==> src/rtl/kbd_pkg.sv <==
package kbd_pkg;
  // register offsets within the decode window; software depends on these
  localparam int unsigned OFS_STATUS = 0;
  localparam int unsigned OFS_CODE   = 1;

  // status bit positions
  localparam int unsigned BIT_READY   = 0;
  localparam int unsigned BIT_OVERRUN = 1;

  typedef struct packed {
    logic ovr;
    logic rdy;
  } kbd_flags_t;

  typedef enum logic [1:0] {
    SEL_NONE   = 2'd0,
    SEL_STATUS = 2'd1,
    SEL_CODE   = 2'd2,
    SEL_HOLE   = 2'd3
  } kbd_target_e;
endpackage

==> src/rtl/kbd_addr_decode.sv <==
module kbd_addr_decode
  import kbd_pkg::*;
#(
  parameter int unsigned ADDR_W   = 16,
  parameter int unsigned WIN_BITS = 4,
  parameter logic [ADDR_W-1:0] BASE = 16'hF800
) (
  input  logic [ADDR_W-1:0] addr,
  output kbd_target_e       target
);
  localparam int unsigned TAG_W = ADDR_W - WIN_BITS;

  logic [TAG_W-1:0]    tag;
  logic [WIN_BITS-1:0] ofs;
  logic                in_win;

  assign tag    = addr[ADDR_W-1:WIN_BITS];
  assign ofs    = addr[WIN_BITS-1:0];
  assign in_win = (tag == BASE[ADDR_W-1:WIN_BITS]);

  always_comb begin
    if (!in_win)
      target = SEL_NONE;
    else if (ofs == WIN_BITS'(OFS_STATUS))
      target = SEL_STATUS;
    else if (ofs == WIN_BITS'(OFS_CODE))
      target = SEL_CODE;
    else
      target = SEL_HOLE;
  end
endmodule

==> src/rtl/kbd_event_regs.sv <==
module kbd_event_regs
  import kbd_pkg::*;
#(
  parameter int unsigned CODE_W = 8
) (
  input  logic              clk,
  input  logic              rst_n,
  input  logic              key_fire,
  input  logic [CODE_W-1:0] key_code,
  input  logic              clr,
  output kbd_flags_t        flags,
  output logic [CODE_W-1:0] code
);
  kbd_flags_t        flags_q;
  logic [CODE_W-1:0] code_q;

  // key event has priority; a coincident clear only drops the earlier state
  always_ff @(posedge clk) begin
    if (!rst_n) begin
      flags_q <= '0;
      code_q  <= '0;
    end else if (key_fire) begin
      code_q      <= key_code;
      flags_q.rdy <= 1'b1;
      flags_q.ovr <= clr ? 1'b0 : (flags_q.ovr | flags_q.rdy);
    end else if (clr) begin
      flags_q <= '0;
    end
  end

  assign flags = flags_q;
  assign code  = code_q;
endmodule

==> src/rtl/kbd_read_mux.sv <==
module kbd_read_mux
  import kbd_pkg::*;
#(
  parameter int unsigned DATA_W = 8
) (
  input  logic              rd_en,
  input  kbd_target_e       target,
  input  kbd_flags_t        flags,
  input  logic [DATA_W-1:0] code,
  output logic [DATA_W-1:0] rdata
);
  logic [DATA_W-1:0] status_word;

  always_comb begin
    status_word              = '0;
    status_word[BIT_READY]   = flags.rdy;
    status_word[BIT_OVERRUN] = flags.ovr;
  end

  always_comb begin
    rdata = '0;
    if (rd_en) begin
      unique case (target)
        SEL_STATUS: rdata = status_word;
        SEL_CODE:   rdata = code;
        default:    rdata = '0;
      endcase
    end
  end
endmodule

==> src/rtl/kbd_port.sv <==
module kbd_port
  import kbd_pkg::*;
#(
  parameter int unsigned ADDR_W   = 16,
  parameter int unsigned DATA_W   = 8,
  parameter int unsigned WIN_BITS = 4,
  parameter logic [ADDR_W-1:0] BASE = 16'hF800
) (
  input  logic              clk,
  input  logic              rst_n,
  input  logic              key_valid,
  output logic              key_ready,
  input  logic [DATA_W-1:0] key_code,
  input  logic              bus_sel,
  input  logic              bus_we,
  input  logic [ADDR_W-1:0] bus_addr,
  input  logic [DATA_W-1:0] bus_wdata,
  output logic [DATA_W-1:0] bus_rdata
);
  kbd_target_e       target;
  kbd_flags_t        flags;
  logic              st_rdy;
  logic              st_ovr;
  logic [DATA_W-1:0] code_q;
  logic              clr;
  logic              rd_en;
  logic              key_fire;

  assign key_ready = 1'b1;
  assign key_fire  = key_valid & key_ready;
  assign rd_en     = bus_sel & ~bus_we;
  assign clr       = bus_sel & bus_we & (target == SEL_STATUS) & (bus_wdata == '0);

  kbd_addr_decode #(
    .ADDR_W(ADDR_W), .WIN_BITS(WIN_BITS), .BASE(BASE)
  ) u_dec (
    .addr(bus_addr), .target(target)
  );

  kbd_event_regs #(.CODE_W(DATA_W)) u_regs (
    .clk(clk), .rst_n(rst_n), .key_fire(key_fire), .key_code(key_code),
    .clr(clr), .flags(flags), .code(code_q)
  );

  assign st_rdy = flags.rdy;
  assign st_ovr = flags.ovr;

  kbd_read_mux #(.DATA_W(DATA_W)) u_mux (
    .rd_en(rd_en), .target(target), .flags(flags), .code(code_q), .rdata(bus_rdata)
  );
endmodule

==> config.mk <==
export PLATFORM = sky130hd
export DESIGN_NAME = kbd_port
export DESIGN_NICKNAME = d
export VERILOG_FILES = /design/src/rtl/kbd_pkg.sv /design/src/rtl/kbd_addr_decode.sv /design/src/rtl/kbd_event_regs.sv /design/src/rtl/kbd_read_mux.sv /design/src/rtl/kbd_port.sv
export SDC_FILE = /design/constraint.sdc
export NUM_CORES = 1
export LEC_CHECK = 0
export BUFFER_PORTS_ARGS = -buffer_cell sky130_fd_sc_hd__clkbuf_2
export CORE_MARGIN = 4
export CORE_UTILIZATION = 42
export CTS_BUF_LIST = sky130_fd_sc_hd__clkbuf_4
export DETAILED_ROUTE_END_ITERATION = 10
export PLACE_DENSITY = 0.87
export SLEW_MARGIN = 10
export SYNTH_ARGS = -nofsm -noshare
export SYNTH_HDL_FRONTEND = slang
export SYNTH_SLANG_ARGS = --single-unit
==> constraint.sdc <==
create_clock -name clk -period 8.1 [get_ports clk]
set_input_delay 1.62 -clock clk [delete_from_list [all_inputs] [get_ports clk]]
set_output_delay 1.62 -clock clk [all_outputs]
set_load 0.05 [all_outputs]
# [Yosys cells after proc, flatten, opt, wreduce, memory -nomap -nowiden]
# Cells that the tools add are included.
[totals] inputBits=37 register_bits=10 wordCells=24 out_inout_bits=9
[op_classes] eq_ne=4 n_mux=8 reduce_logical=3 bitwise_logic=6
[ops] op="8-bit case mux with 2 select lines" n=1
[ops] op="12-bit equality test, second input constant" n=1
[ops] op="8-bit logical NOT" n=1
[ops] op="2-bit 2-to-1 mux" n=4
[ops] op="8-bit 2-to-1 mux" n=1
[ops] op="1-bit AND" n=4
[ops] op="4-bit by 1-bit equality test with 1-bit output, second input constant" n=1
[ops] op="4-bit logical NOT" n=1
[ops] op="2-bit by 1-bit equality test with 1-bit output, second input constant" n=1
[ops] op="2-bit equality test, second input constant" n=1
[ops] op="1-bit 2-to-1 mux" n=2
[ops] op="2-bit nonzero test" n=1
[ops] op="1-bit NOT" n=1
[ops] op="1-bit OR" n=1

# [Logic depth before layout (Yosys ltp)]
# Gate-level depths: netlist (run 1).
[logic_depth] depth_word=9 depth_mapped=5 depth_no_buf=5

# [By module]
# A second synthesis (run 1) with hierarchy kept.
[unflattened] hier_cells=60 area_unflattened_um2=591.8
[by_module_without_submodules] mod="kbd_event_regs" seq_area_each_um2=200.2 area_per_inst_um2=376.6 n_inst=1 cells_per_inst=31
[by_module_without_submodules] mod="kbd_read_mux" seq_area_each_um2=0.0 area_per_inst_um2=106.4 n_inst=1 cells_per_inst=15
[by_module_without_submodules] mod="kbd_port" seq_area_each_um2=0.0 area_per_inst_um2=57.6 n_inst=1 cells_per_inst=7
[by_module_without_submodules] mod="kbd_addr_decode" seq_area_each_um2=0.0 area_per_inst_um2=51.3 n_inst=1 cells_per_inst=7

# [Worst setup path before layout (run 1)]
# Ideal clock, no wire load.
[synth_timing] path_type="input -> output" from="in bus_addr[6]" to="out bus_rdata[0]" t_required_ps=6480 slack_ps=2662 arrival_ps=3818 cell_stages=5 path_buffers=0 path_cell_list="or4b_4 > a2111o_1 > ha_1 > or3b_1 > nor2_1"
[synth_between] elab_chain_cells=5 word_cells_on_any_way=6 classes_between="eq/ne: 3; mux: 3"
[synth_rtl] element="start: declaration" line="kbd_port.sv:16" rtl="input logic [ADDR_W-1:0] bus_addr,"
[synth_rtl] element="12-bit equality test (*)" line="kbd_addr_decode.sv:19" rtl="assign in_win = (tag == BASE[ADDR_W-1:WIN_BITS]);"
[synth_rtl] element="2-bit 2-to-1 mux (*)" line="kbd_addr_decode.sv:22" rtl="if (!in_win)"
[synth_rtl] element="2-bit equality test / 2-bit by 1-bit equality test with 1-bit output (equally long branches)" line="kbd_read_mux.sv:23" rtl="unique case (target)"
[synth_rtl] element="8-bit case mux with 2 select lines (*)" line="kbd_read_mux.sv:23"
[synth_rtl] element="8-bit 2-to-1 mux (*)" line="kbd_read_mux.sv:22" rtl="if (rd_en) begin"
[synth_rtl] element="end: declaration" line="kbd_port.sv:18" rtl="output logic [DATA_W-1:0] bus_rdata"
# Every way passes the cells marked *; elsewhere a longest branch is shown, timed or not.

# [Final worst setup path (run 1)]
# Same ends and word-level chain as after synthesis.

==> flow_metrics.env, run 1 <==
export IMPL_status="finished, final reports clean"
export IMPL_cap_violations=0
export IMPL_nets=147
export IMPL_drive_gt1_share_pct=45.8
export IMPL_grt_max_degree=12
export IMPL_drc_errors=0
export IMPL_synth_seq_cells=10
export IMPL_grt_pass1_wl_um=2020
export IMPL_critPathCaptureType="primary output"
export IMPL_first_iter_violations=7
export IMPL_wl_per_cell_um=11.6
export IMPL_drv_slew=0
export IMPL_dp_cells=117
export IMPL_finalNonFillerCells=121
export IMPL_vias_per_cell=4.92
export IMPL_finalHoldViolations=0
export IMPL_setup_viol=0
export IMPL_die_w_um=44.5
export IMPL_whs_ns=0.491
export IMPL_finalSetupTns_ns=0
export IMPL_cts_buffers=3
export IMPL_initial_core_util_pct=47.3
export IMPL_track_usage_pct=13.4
export IMPL_cts_hold_buf=0
export IMPL_cp_start_kind="input pin"
export IMPL_p_per_area_mw_per_mm2=129
export IMPL_yosys_warnings=0
export IMPL_synth_xor_area_share_pct=0
export IMPL_post_cts_resized=0
export IMPL_yosysTopAreaCell="dfxtp_1"
export IMPL_vias=595
export IMPL_cp_max_fo=4
export IMPL_synth_compound_area_share_pct=11.2
export IMPL_path_cells="clkbuf_2 > or4b_4 > a2111o_1 > ha_1 > or3b_1 > nor2_1 > clkbuf_2"
export IMPL_crit_path_frequent_cell="clkbuf_2"
export IMPL_worstSetupPathType="in -> out"
export IMPL_synth_top_area_share_pct=35.7
export IMPL_p_leak_nw=0.418
export IMPL_synth_edf_count=0
export IMPL_syn_cell_area_um2=561
export IMPL_yosys_top_cells_area="dfxtp_1 36%, mux2i_1 14%, and2_1 6.7%, nor2_1 6.7%, ha_1 4.5%"
export IMPL_hold_path_class="reg -> reg"
export IMPL_fin_util_pct=68.6
export IMPL_root_buffer="clkbuf_4"
export IMPL_arrival_ns=3.65
export IMPL_cp_num_buf_inv=2
export IMPL_yosysUniqueCellTypes=26
export IMPL_synth_top_family_by_area="simple AND/OR/NAND/NOR gates"
export IMPL_antenna_cells=0
export IMPL_avgSynthCellArea_um2=9.19
export IMPL_portBuffers=44
export IMPL_core_area_mm2=0.00119
export IMPL_power_w=0.000105
export IMPL_clk_pin_slew_ns=0.06
export IMPL_antenna_found_initial=0
export IMPL_routed_wl_um=1400
export IMPL_clock_latency_ns=0.26
export IMPL_min_period_ns=5.27
export IMPL_yosys_most_used_dff="dfxtp_1"
export IMPL_fin_crit_sh_pct=65.0
export IMPL_max_stage_delay_ns=0.55
export IMPL_place_gp_congestion=0.733
export IMPL_synth_fp_nets=100
export IMPL_finClkSkew_ns=0.000105
export IMPL_postRouteAntennaNets=0
export IMPL_rows=12
export IMPL_slowest_stage="or4b_4"
export IMPL_critPathRequiredTime_ns=6.48
export IMPL_dpl_hpwl_um=1220
export IMPL_cts_tree="yes"
export IMPL_crit_family="simple AND/OR/NAND/NOR gates"
export IMPL_synth_seq_area_share_pct=35.7
export IMPL_clk_path_buf_depth=2
export IMPL_muxShareOfSynthArea_pct=14.3
export IMPL_rsz0062_at_grt="false"
export IMPL_io_pins=46
export IMPL_yosys_area_share_simple_pct=30.4
export IMPL_cts_sinks=10
export IMPL_die_h_um=44.5
export IMPL_max_freq_mhz=190
export IMPL_grt_pass1_vias=500
export IMPL_syn_inst=61
export IMPL_post_cts_setup_buffers=0
export IMPL_area_growth_pct=45.1
export IMPL_h_tree_depth=1
export IMPL_async_flop_share_pct=0
export IMPL_grt_ovfl_total=0
export IMPL_die_area_mm2=0.00198
export IMPL_vdd_drop_max_mv=0.127
export IMPL_synth_fa_ha_area_share_pct=4.46
export IMPL_firstDrtPassIters=4
[per-stage QoR]
stage / setup WS [ns] / instance area (um2)
after floorplan: 2.66 / 561
after global placement: 2.85 / 787
after detailed placement: 2.83 / 787
after CTS: 2.83 / 813
after global routing: 2.76 / 813
final: 2.83 / 813
[report_power, final]
group          leakage (nW)  switching, W  internal [W]
logic                 0.320    0.00000774    0.00000988
registers            0.0827    0.00000153     0.0000522
clock network        0.0154     0.0000160     0.0000178
total                 0.418     0.0000253     0.0000798
[layout by cell type (no fill, tap or decap), types with 2 or more instances in the layout]
cell type / netlist / layout
nor3_1: 2 / 2
nor2_1: 10 / 10
nor4_1: 3 / 3
ha_1: 2 / 2
and2_1: 6 / 6
mux2i_1: 8 / 8
dfxtp_1: 10 / 10
clkbuf_4: 0 / 3
clkbuf_2: 0 / 44
a22oi_1: 2 / 2
clkinv_1: 1 / 2
[state kept, by name, indices dropped and copies added, names as in the netlist]
signal	cells
u_regs.code	8
u_regs.flags	2
[logic make-up (layout without fill, tap and decap cells)]
logic type | Yosys count | after routing
and+or+nand+nor | 28 | 28
muxes | 8 | 8
AOI/OAI and AO/OA | 8 | 8
buffers and inverters | 4 | 50
adders and majority gates | 2 | 2
DFF | 10 | 10
other | 1 | 1
[Yosys cell counts, types with 2 or more instances]
| library cell | count |
|---|---|
| a22oi_1 | 2 |
| and2_1 | 6 |
| dfxtp_1 | 10 |
| ha_1 | 2 |
| mux2i_1 | 8 |
| nor2_1 | 10 |
| nor3_1 | 2 |
| nor4_1 | 3 |
[worst min-delay path: cells and delay by family, from the launching register on]
| family | cells | cell delay (ns) |
|---|---|---|
| flip-flops | 1 | 0.32 |
| AND/OR/NAND/NOR | 1 | 0.07 |
| multiplexers | 1 | 0.06 |
[cell type report]
| cell class | instances | area, um2 |
|---|---|---|
| multi-input cells | 47 | 342 |
| flip-flops and latches | 10 | 200 |
| clock inverters | 1 | 3.75 |
| repair buffers | 44 | 220 |
| well taps | 14 | 17.5 |
| inverters | 2 | 7.51 |
| clock buffers | 3 | 22.5 |
| fillers | 98 | 373 |
[final timing paths]
| path | cells after the start | startpoint | endpoint | slack (ns) |
|---|---|---|---|---|
| hold reg to reg | 2 | u_regs.code[7]$_SDFFE_PN0P_ | u_regs.code[7]$_SDFFE_PN0P_ | 0.49 |
| setup / recovery | 7 | bus_addr[6] | bus_rdata[0] | 2.83 |
| hold / removal | 2 | u_regs.code[7]$_SDFFE_PN0P_ | u_regs.code[7]$_SDFFE_PN0P_ | 0.49 |
| setup reg to reg | 2 | u_regs.flags[0]$_SDFFE_PN0P_ | u_regs.flags[1]$_SDFFE_PN0P_ | 7.34 |
[metal layers]
layer	vias to the layer above	track usage (%)	part of all wire, %
met5	-	0	0
met1	250	16.8	42
met3	2	2.44	8.7
li1	318	-	-
met4	0	5.42	0.72
met2	25	22.3	49
Power figures use the tool's default switching activity.
==> run 2: changes to the inputs <==
Settings changed: CORE_UTILIZATION 42 to 35, PLACE_DENSITY 0.87 to 0.77.
Clock period 8.1 ns to 4.4 ns, I/O delays scaled along.
==> flow_metrics.env, run 2 (synthesized netlist as in run 1, its figures left out) <==
export IMPL_status="finished, final reports clean"
export IMPL_grt_pass1_vias=577
export IMPL_p_leak_nw=0.418
export IMPL_drv_slew=0
export IMPL_worstSetupPathType="in -> out"
export IMPL_finalSetupTns_ns=0
export IMPL_sw_frac_of_total_pct=24.9
export IMPL_cts_buffers=3
export IMPL_vias_per_cell=5.02
export IMPL_initial_core_util_pct=37.2
export IMPL_p_sw_w=0.0000488
export IMPL_antenna_found_initial=0
export IMPL_largest_reg_flops=8
export IMPL_place_gp_congestion=0.641
export IMPL_nets=147
export IMPL_cp_start_kind="input pin"
export IMPL_die_h_um=48.0
export IMPL_setup_viol=0
export IMPL_firstDrtPassIters=3
export IMPL_cts_sinks=10
export IMPL_drive_gt1_share_pct=45.8
export IMPL_track_usage_pct=14.4
export IMPL_rsz0062_at_grt="false"
export IMPL_area_growth_pct=45.5
export IMPL_min_period_ns=3.80
export IMPL_post_cts_resized=0
export IMPL_hold_start="u_regs.code[4]$_SDFFE_PN0P_"
export IMPL_seqPwrFrac_pct=50.4
export IMPL_cts_hold_buf=0
export IMPL_hold_path_class="reg -> reg"
export IMPL_grt_max_degree=12
export IMPL_finalNonFillerCells=123
export IMPL_die_w_um=48.0
export IMPL_postPlaceCellArea_um2=790
export IMPL_rows=14
export IMPL_clkPwrFrac_pct=32.9
export IMPL_dp_cells=119
export IMPL_portBuffers=44
export IMPL_antenna_cells=0
export IMPL_finClkSkew_ns=0.000112
export IMPL_clk_path_buf_depth=2
export IMPL_cap_violations=0
export IMPL_critPathCaptureType="primary output"
export IMPL_cp_max_fo=4
export IMPL_clock_latency_ns=0.27
export IMPL_h_tree_depth=1
export IMPL_fin_area_um2=816
export IMPL_mostFrequentLayoutCell="clkbuf_2"
export IMPL_critPathRequiredTime_ns=3.52
export IMPL_grt_pass1_wl_um=2250
export IMPL_whs_ns=0.488
export IMPL_clk_pin_slew_ns=0.06
export IMPL_first_iter_violations=12
export IMPL_nFillCells=162
export IMPL_drc_errors=0
export IMPL_pwr_share_comb_pct=16.7
export IMPL_vias=618
export IMPL_root_buffer="clkbuf_4"
export IMPL_io_pins=46
export IMPL_core_area_mm2=0.00151
export IMPL_post_cts_setup_buffers=0
export IMPL_wl_per_cell_um=12.0
export IMPL_routed_wl_um=1470
export IMPL_cell_internal_pwr_w=0.000147
export IMPL_crit_path_start="bus_addr[6]"
export IMPL_die_area_mm2=0.00231
export IMPL_arrival_ns=2.92
export IMPL_max_freq_mhz=263
export IMPL_finalHoldViolations=0
export IMPL_final_cell_mix="44 x clkbuf_2, 10 x nor2_1, 10 x dfxtp_1"
export IMPL_fin_crit_sh_pct=86.5
export IMPL_postRouteAntennaNets=0
export IMPL_dpl_hpwl_um=1280
export IMPL_r2r_start="u_regs.flags[0]$_SDFFE_PN0P_"
export IMPL_grt_ovfl_total=0
export IMPL_cts_tree="yes"
export IMPL_vdd_drop_max_mv=0.139
export IMPL_p_per_area_mw_per_mm2=240
run 2: cell counts in the layout (fill, tap and decap cells not counted):
Identical to the previous run, type by type.
run 2: layout make-up:
type	instances	area, um2	share of cell area [%]
Clock buffer	3	22.5	2.76
Multi-Input combinational cell	47	342	41.9
Clock inverter	1	3.75	0.460
Inverter	2	7.51	0.920
Sequential cell	10	200	24.5
Tap cell	16	20.0	2.45
Timing Repair Buffer	44	220	27.0
run 2: path summary, 6_finish.rpt:
path	slack [ns]	end	cells after the start
min	0.49	u_regs.code[4]$_SDFFE_PN0P_	2
max reg2reg	3.65	u_regs.flags[1]$_SDFFE_PN0P_	2
min reg2reg	0.49	u_regs.code[4]$_SDFFE_PN0P_	2
max	0.60	bus_rdata[1]	7
run 2: worst max-delay path, cell delays in order:
cell	delay (ns)
clkbuf_2	0.08
or4b_4	0.54
a2111o_1	0.36
ha_1	0.29
or3b_1	0.37
nor2_1	0.12
clkbuf_2	0.28
run 2: per-layer routing:
layer | wire length (um) | track usage [%] | vias up
li1 | - | - | 321
met1 | 558 | 15.3 | 275
met2 | 802 | 24.5 | 17
met3 | 71 | 2.63 | 5
met4 | 42 | 11.3 | 0
met5 | 0 | 0 | -
run 2: per-stage QoR:
stage / utilization (%) / total power [W] / setup WS, ns
2_1_floorplan: - / 0.000115 / 0.442
3_3_place_gp: 52.4 / 0.000132 / 0.642
3_5_place_dp: 52.4 / 0.000134 / 0.600
4_1_cts: 54.2 / 0.000199 / 0.601
5_1_grt: 54.2 / 0.000209 / 0.510
6_report: 54.2 / 0.000196 / 0.595
run 2: power by group through the flow:
stage	registers (W)	clock network, W	logic [W]
2_1_floorplan	0.000100	0	0.0000154
3_3_place_gp	0.000101	0	0.0000319
3_5_place_dp	0.000101	0	0.0000329
4_1_cts	0.0000988	0.0000669	0.0000330
5_1_grt	0.0000994	0.0000728	0.0000369
6_report	0.0000988	0.0000644	0.0000327
